===== config.mk =====
export PLATFORM = sky130hd
export DESIGN_NAME = smp_xfer_ctl
export DESIGN_NICKNAME = d
export VERILOG_FILES = /design/src/rtl/smp_xfer_pkg.sv /design/src/rtl/cap_slot.sv /design/src/rtl/pb_slot.sv /design/src/rtl/xfer_counter.sv /design/src/rtl/smp_xfer_ctl.sv
export SDC_FILE = /design/constraint.sdc
export NUM_CORES = 1
export LEC_CHECK = 0
export BUFFER_PORTS_ARGS = -buffer_cell sky130_fd_sc_hd__buf_2
export CAP_MARGIN = 20
export CORE_ASPECT_RATIO = 1.4
export CORE_MARGIN = 2
export CORE_UTILIZATION = 45
export DETAILED_ROUTE_END_ITERATION = 10
export GPL_TIMING_DRIVEN = 0
export PLACE_DENSITY_LB_ADDON = 0.25
export SLEW_MARGIN = 20
export SYNTH_ARGS = -nofsm -noshare
export SYNTH_HDL_FRONTEND = slang
export SYNTH_SLANG_ARGS = --single-unit

===== constraint.sdc =====
create_clock -name clk -period 3.1 [get_ports clk]
set_clock_uncertainty 0.1 [all_clocks]
set_input_delay 0.31 -clock clk [delete_from_list [all_inputs] [get_ports clk]]
set_output_delay 0.31 -clock clk [all_outputs]
set_load 0.02 [all_outputs]

===== src/rtl/smp_xfer_pkg.sv =====
package smp_xfer_pkg;
    localparam int ADDR_W = 3;
    localparam int REG_W  = 8;
    localparam int NDIR   = 2;              // 0 = playback, 1 = capture

    localparam logic [ADDR_W-1:0] A_PIN  = 3'd0;
    localparam logic [ADDR_W-1:0] A_ERR  = 3'd1;
    localparam logic [ADDR_W-1:0] A_BASE = 3'd2;  // hi/lo pairs follow per direction

    localparam int PIN_EN_BIT = 1;
    localparam int ST_OVR     = 7;
    localparam int ST_UNF     = 6;
    localparam int ST_CAL     = 5;
    localparam int ST_REQ     = 4;

    typedef enum logic {CAP_EMPTY = 1'b0, CAP_FULL = 1'b1} cap_state_t;
    typedef enum logic {PB_EMPTY = 1'b0, PB_LOADED = 1'b1} pb_state_t;
endpackage


===== src/rtl/cap_slot.sv =====
module cap_slot
    import smp_xfer_pkg::*;
#(
    parameter int DATA_W = 16
) (
    input  logic              clk,
    input  logic              rst_n,
    input  logic              tick,
    input  logic              pop,
    input  logic [DATA_W-1:0] din,
    output logic [DATA_W-1:0] dout,
    output logic              valid,
    output logic              xfer,
    output logic              ovr
);
    cap_state_t        state_q, state_d;
    logic [DATA_W-1:0] data_q;

    always_ff @(posedge clk or negedge rst_n) begin
        if (!rst_n) state_q <= CAP_EMPTY;
        else        state_q <= state_d;
    end

    always_comb begin
        state_d = state_q;
        xfer    = 1'b0;
        ovr     = 1'b0;
        unique case (state_q)
            CAP_EMPTY: begin
                if (tick) begin
                    xfer    = 1'b1;
                    state_d = CAP_FULL;
                end
            end
            CAP_FULL: begin
                if (tick && pop)      xfer    = 1'b1;
                else if (tick)        ovr     = 1'b1;
                else if (pop)         state_d = CAP_EMPTY;
            end
            default: state_d = CAP_EMPTY;
        endcase
    end

    always_ff @(posedge clk or negedge rst_n) begin
        if (!rst_n)    data_q <= '0;
        else if (xfer) data_q <= din;
    end

    assign dout  = data_q;
    assign valid = (state_q == CAP_FULL);

    p_keep_old_r3: assert property (@(posedge clk) disable iff (!rst_n)
        (state_q == CAP_FULL && tick && !pop) |=> (valid && $stable(dout)));
    p_load_new_r2: assert property (@(posedge clk) disable iff (!rst_n)
        (state_q == CAP_EMPTY && tick) |=> (valid && dout == $past(din)));
endmodule


===== src/rtl/pb_slot.sv =====
module pb_slot
    import smp_xfer_pkg::*;
#(
    parameter int DATA_W = 16
) (
    input  logic              clk,
    input  logic              rst_n,
    input  logic              tick,
    input  logic              push,
    input  logic [DATA_W-1:0] din,
    input  logic              fmt16,
    output logic [DATA_W-1:0] dout,
    output logic              ready,
    output logic              xfer,
    output logic              unf
);
    localparam logic [DATA_W-1:0] MID8  = DATA_W'(1) << 7;
    localparam logic [DATA_W-1:0] MID16 = '0;

    pb_state_t         state_q, state_d;
    logic [DATA_W-1:0] hold_q, out_q;
    logic              load;

    always_ff @(posedge clk or negedge rst_n) begin
        if (!rst_n) state_q <= PB_EMPTY;
        else        state_q <= state_d;
    end

    always_comb begin
        state_d = state_q;
        load    = 1'b0;
        xfer    = 1'b0;
        unf     = 1'b0;
        unique case (state_q)
            PB_EMPTY: begin
                unf = tick;
                if (push) begin
                    load    = 1'b1;
                    state_d = PB_LOADED;
                end
            end
            PB_LOADED: begin
                if (tick) begin
                    xfer    = 1'b1;
                    state_d = PB_EMPTY;
                end
            end
            default: state_d = PB_EMPTY;
        endcase
    end

    always_ff @(posedge clk or negedge rst_n) begin
        if (!rst_n) begin
            hold_q <= '0;
            out_q  <= '0;
        end else begin
            if (load) hold_q <= din;
            if (xfer)     out_q <= hold_q;
            else if (unf) out_q <= fmt16 ? MID16 : MID8;
        end
    end

    assign dout  = out_q;
    assign ready = (state_q == PB_EMPTY);

    p_midscale_r4: assert property (@(posedge clk) disable iff (!rst_n)
        (tick && state_q == PB_EMPTY) |=> (dout == ($past(fmt16) ? MID16 : MID8)));
    p_play_held_r4: assert property (@(posedge clk) disable iff (!rst_n)
        (tick && state_q == PB_LOADED) |=> (ready && dout == $past(hold_q)));
endmodule


===== src/rtl/xfer_counter.sv =====
module xfer_counter #(
    parameter int CNT_W = 16
) (
    input  logic             clk,
    input  logic             rst_n,
    input  logic [CNT_W-1:0] base,
    input  logic             restart,
    input  logic             step,
    output logic             fire
);
    logic [CNT_W-1:0] cnt_q, cnt_inc;

    assign cnt_inc = cnt_q + 1'b1;
    assign fire    = step && !restart && (cnt_inc == base);

    always_ff @(posedge clk or negedge rst_n) begin
        if (!rst_n)                  cnt_q <= '0;
        else if (restart || fire)    cnt_q <= '0;
        else if (step)               cnt_q <= cnt_inc;
    end

    p_wrap_r10: assert property (@(posedge clk) disable iff (!rst_n)
        fire |=> (cnt_q == '0));
endmodule


===== src/rtl/smp_xfer_ctl.sv =====
module smp_xfer_ctl
    import smp_xfer_pkg::*;
#(
    parameter int DATA_W = 16,
    parameter int CNT_W  = 16
) (
    input  logic              clk,
    input  logic              rst_n,
    input  logic [2:0]        reg_addr,
    input  logic              reg_wr,
    input  logic [7:0]        reg_wdata,
    output logic [7:0]        reg_rdata,
    input  logic              irq_clr,
    input  logic              legacy_mode,
    input  logic              fmt16,
    input  logic              smp_tick,
    input  logic [DATA_W-1:0] cap_in,
    input  logic [1:0]        rng_left,
    input  logic [1:0]        rng_right,
    input  logic              cap_pop,
    output logic [DATA_W-1:0] cap_data,
    output logic              cap_valid,
    input  logic              pb_push,
    input  logic [DATA_W-1:0] pb_in,
    output logic              pb_ready,
    output logic [DATA_W-1:0] pb_out,
    input  logic              pb_req,
    input  logic              cap_req,
    input  logic              cal_busy,
    output logic              err_sum,
    output logic              irq
);
    localparam int NBYTE = CNT_W / REG_W;   // bytes per base value (2)

    logic [REG_W-1:0] status_q;
    logic             pin_en_q;
    logic             pend_q;
    logic [CNT_W-1:0] base_q [NDIR];
    logic [CNT_W-1:0] base_sel [NDIR];
    logic [NDIR-1:0]  step, fire, base_wr, restart;
    logic             cap_ovr, pb_unf;

    pb_slot #(.DATA_W(DATA_W)) u_pb (
        .clk(clk), .rst_n(rst_n), .tick(smp_tick), .push(pb_push), .din(pb_in),
        .fmt16(fmt16), .dout(pb_out), .ready(pb_ready), .xfer(step[0]), .unf(pb_unf)
    );

    cap_slot #(.DATA_W(DATA_W)) u_cap (
        .clk(clk), .rst_n(rst_n), .tick(smp_tick), .pop(cap_pop), .din(cap_in),
        .dout(cap_data), .valid(cap_valid), .xfer(step[1]), .ovr(cap_ovr)
    );

    // Base registers: upper byte at A_BASE + NBYTE*d, lower byte one above.
    for (genvar d = 0; d < NDIR; d++) begin : g_dir
        localparam logic [2:0] A_HI = A_BASE + 3'(NBYTE * d);
        localparam logic [2:0] A_LO = A_HI + 3'd1;

        assign base_wr[d] = reg_wr && (reg_addr == A_HI || reg_addr == A_LO);

        always_ff @(posedge clk or negedge rst_n) begin
            if (!rst_n) base_q[d] <= '0;
            else if (reg_wr && reg_addr == A_HI) base_q[d][CNT_W-1:REG_W] <= reg_wdata;
            else if (reg_wr && reg_addr == A_LO) base_q[d][REG_W-1:0]     <= reg_wdata;
        end

        if (d == 0) begin : g_pb_base
            assign base_sel[d] = base_q[d];
            assign restart[d]  = base_wr[d];
        end else begin : g_cap_base
            assign base_sel[d] = legacy_mode ? base_q[0] : base_q[d];
            assign restart[d]  = base_wr[d] || (legacy_mode && base_wr[0]);
        end

        xfer_counter #(.CNT_W(CNT_W)) u_cnt (
            .clk(clk), .rst_n(rst_n), .base(base_sel[d]), .restart(restart[d]),
            .step(step[d]), .fire(fire[d])
        );
    end

    always_ff @(posedge clk or negedge rst_n) begin
        if (!rst_n) begin
            pin_en_q <= 1'b0;
            pend_q   <= 1'b0;
        end else begin
            if (reg_wr && reg_addr == A_PIN) pin_en_q <= reg_wdata[PIN_EN_BIT];
            pend_q <= (pend_q && !irq_clr) || (|fire);
        end
    end

    always_ff @(posedge clk or negedge rst_n) begin
        if (!rst_n) begin
            status_q <= '0;
        end else begin
            status_q[ST_CAL] <= !cal_busy;
            status_q[ST_REQ] <= pb_req || cap_req;
            if (smp_tick) begin
                status_q[ST_OVR] <= cap_ovr;
                status_q[ST_UNF] <= pb_unf;
                status_q[3:2]    <= rng_right;
                status_q[1:0]    <= rng_left;
            end
        end
    end

    always_comb begin
        reg_rdata = '0;
        unique case (reg_addr)
            A_PIN:   reg_rdata[PIN_EN_BIT] = pin_en_q;
            A_ERR:   reg_rdata = status_q;
            3'd2:    reg_rdata = base_q[0][CNT_W-1:REG_W];
            3'd3:    reg_rdata = base_q[0][REG_W-1:0];
            3'd4:    reg_rdata = base_q[1][CNT_W-1:REG_W];
            3'd5:    reg_rdata = base_q[1][REG_W-1:0];
            default: reg_rdata = '0;
        endcase
    end

    assign err_sum = status_q[ST_OVR] | status_q[ST_UNF];
    assign irq     = pend_q & pin_en_q;

    p_pend_hold_r9: assert property (@(posedge clk) disable iff (!rst_n)
        (pend_q && !irq_clr) |=> pend_q);
    p_pend_clear_r9: assert property (@(posedge clk) disable iff (!rst_n)
        (irq_clr && fire == '0) |=> !pend_q);
    p_ovr_flag_r3: assert property (@(posedge clk) disable iff (!rst_n)
        (smp_tick && cap_valid && !cap_pop) |=> status_q[ST_OVR]);
    p_unf_flag_r4: assert property (@(posedge clk) disable iff (!rst_n)
        (smp_tick && pb_ready) |=> (status_q[ST_UNF] && err_sum));
endmodule


==> summary.txt <==
status - finished clean
most frequent CP cell - nand4_1
Max Clock Freq - 0.338 GHz
Slew Viols, Final - 0
most frequent cells in the layout - 124 x dfrtp_1, 103 x buf_2, 80 x mux2_2, 51 x nand2_1, 46 x nor2_1
commonest non-fill, non-tap cell in the layout - dfrtp_1
die width - 106 µm
hold depth - 2
Int Pwr - 3570 µW
Die ar. - 15600 µm²
GP Congestion - 0.895
vias in the first global route - 5423
top-area cell type share of the netlist area - 47.2%
Synth Instances - 621
H-Tree Depth - 4
Clk pwr share - 37.8%
CTS Buf Count - 17
Post-DRT Antenna Nets - 0
setup ws final - 0.137 ns
Reg area - 3100 µm²
Distinct cells, synth - 58
DP Worst Slack - -0.785 ns
CTS tree - yes
Ys Warns - 0
Cell Rows - 52
Chip Height - 147 µm
initial antenna violation count - 0
average size of a mapped cell - 10.6 µm²
DR WL/cell - 18.0 µm
Starting Density - 45.7%
FF+latch count, synth - 124
switching part of the total - 30.8%
overall routing resource usage - 22.4%
slowest stage cell, crit path - or4_1
hold crit path type - input port to flop
post-route minimum period - 2.96 ns
RSZ-0062 raised after global routing - no
leading area contributor after synthesis - dfrtp_1
GRT overflow - 0
largest net degree at the start of global routing - 66
Ant. Diodes - 0
crit share post-route - 95.6%
Worst VDD drop - 430 µV
clock tree buffer depth - 2
clk slew on worst S/H paths - 0.06 ns
crit path DAT - 3.17 ns
Slew headroom - 28.9%
# clock sinks - 124
CP startpoint kind - flop
nets@finish - 803
sw power - 1590 µW
Max stage delay on crit path - 0.64 ns
Combinational Power Share - 21.4%
Clock Latency Late Sink - 0.42 ns
via/cell ratio - 5.56
Synth Flop Type - dfrtp_1
routed wire length - 16900 µm
Crit path required time - 3.30 ns
worst-margin pin slew - 1.06 ns
total power - 5160 µW
max_cap viols - 0
placed cell count - 909
Setup CP Type - flop to flop
Iter 0 DRT Violations - 303
sequential area share after synthesis - 47.2%
Post-Syn Nets - 685
Post-Syn Area - 6570 µm²
fin util - 55.6%
drt first pass iters - 5
first-pass GRT wire length - 27300 µm
area of the multi-input gates - 3340 µm²
Core ar. - 14400 µm²
Setup Viol. Count Final - 0
Post-synth EDFFs - 0
Top Ports - 103
top cells by area, synth - dfrtp_1 47%, mux2_2 14%, xnor2_1 5.2%
Crit. End Element - flop
area delta synth->final - 21.7%
reg2reg path depth - 9
DR DRC count - 0
I/O Buffers - 98
DP Area - 7330 µm²
Crit Path Max Fanout - 10
DPL Wire Length - 12600 µm
non-filler cells in the finished layout - 939
final hold viol count - 0
final instance area - 8000 µm²
Root Buffer Master - clkbuf_16
Cell Pwr Density - 646 nW/µm²
fillcell total - 1279
routed vias - 5222
Synth async-reset ratio - 100%
cells along the critical path - buf_4, nand4_1, or4_1, xnor2_1, nand4_1, a211oi_2, a21oi_4, buf_2, a22o_1
Seq pwr share - 40.7%
share of cells above drive strength 1 - 31.7%
leakage power - 0.00349 µW
sequential cells by signal, summed over array words and instances, names as in the netlist:
register           cells
base_q                32
g_dir.u_cnt.cnt_q     32
u_cap.valid            1
u_cap.dout            16
pend_q                 1
u_pb.state_q           1
status_q               8
u_pb.hold_q           16
pin_en_q               1
u_pb.dout             16
critical path: cells and delay by family, from the launching register on:
kind,cells,cell delay (ns)
and+or+nand+nor,3,1.02
xor gates and xnor gates,1,0.25
buffers and inverters,2,0.40
AOI/OAI and AO/OA,3,0.74
DFF,1,0.33
synthesized netlist by cell type, drive strengths merged, types with 3 or more instances:
| library cell | number |
|---|---|
| xnor2 | 39 |
| and2 | 4 |
| o21a | 4 |
| mux2i | 20 |
| a31oi | 4 |
| nor2b | 4 |
| mux2 | 80 |
| nor4 | 6 |
| a22o | 16 |
| inv | 13 |
| buf | 8 |
| a21o | 3 |
| xor2 | 18 |
| nand2 | 53 |
| and4 | 4 |
| nor2 | 47 |
| ha | 5 |
| or2 | 5 |
| and3 | 5 |
| nand3 | 25 |
| dfrtp | 124 |
| a22oi | 7 |
| o21ai | 19 |
| a21oi | 21 |
| clkbuf | 24 |
| o311ai | 5 |
| nor3 | 17 |
| nand4 | 12 |
worst paths after layout:
path | startpoint | to | slack (ns)
setup / recovery | g_dir[1].u_cnt.cnt_q[7] | g_dir[1].u_cnt.cnt_q[1] | 0.14
hold / removal | pb_in[3] | u_pb.hold_q[3] | 0.01
setup reg to reg | g_dir[1].u_cnt.cnt_q[7] | g_dir[1].u_cnt.cnt_q[1] | 0.14
hold reg to reg | pend_q | pend_q | 0.38
max in group asynchronous | rst_n | g_dir[1].u_cnt.cnt_q[1] | 1.88
min in group asynchronous | rst_n | g_dir[0].u_cnt.cnt_q[6] | 0.32
metrics by stage:
stage | hold WS, ns | TNS, ns
global route | 0.0197 | 0
global placement | 0.365 | -12.04
finish | 0.0134 | 0
CTS | 0.0113 | 0
detailed placement | 0.222 | -15.52
floorplan | -0.0856 | 0
power groups by stage:
stage | sequential (µW) | clock (µW) | combinational, µW
final | 2100 | 1950 | 1110
after global routing | 2140 | 2040 | 1210
after CTS | 2090 | 1970 | 1120
after detailed placement | 2110 | 0 | 1100
after global placement | 2100 | 0 | 1070
after floorplan | 2130 | 0 | 715
per-layer routing:
metal	wire [µm]	track usage, %	vias up
li1	-	-	2458
met1	6490	24.7	2553
met2	9040	39.8	156
met3	590	4.04	55
met4	787	13.3	0
met5	0	0	-
cell type report:
cell class,count,area share (%)
Clock inverter,13,1.80
Buffer,27,1.47
Clock buffer,17,5.32
Sequential cell,124,38.8
Multi-Input combinational cell,450,41.8
Inverter,15,0.704
Timing Repair Buffer,104,7.15
Tap cell,189,2.96
kinds of logic (layout without fill, tap and decap cells):
| family | after synthesis | after routing | synth area share, % |
|---|---|---|---|
| multiplexers | 100 | 100 | 16.8 |
| AND/OR/NAND/NOR | 190 | 190 | 14.1 |
| AO/OA/AOI/OAI | 98 | 98 | 10.5 |
| adder cells (fa/ha/maj) | 5 | 5 | 0.952 |
| XOR/XNOR | 57 | 57 | 7.60 |
| flip-flops | 124 | 124 | 47.2 |
| buffers and inverters | 47 | 176 | 2.93 |
timing repair:
item	in CTS	in global routing
hold buffers	4	0
setup buffers	1	0
gates resized for setup	3	11
endpoints found under the setup margin	18	25
pin swaps	1	3
hold endpoints to repair	61	0
No activity file was read; power rests on OpenSTA's default activity.
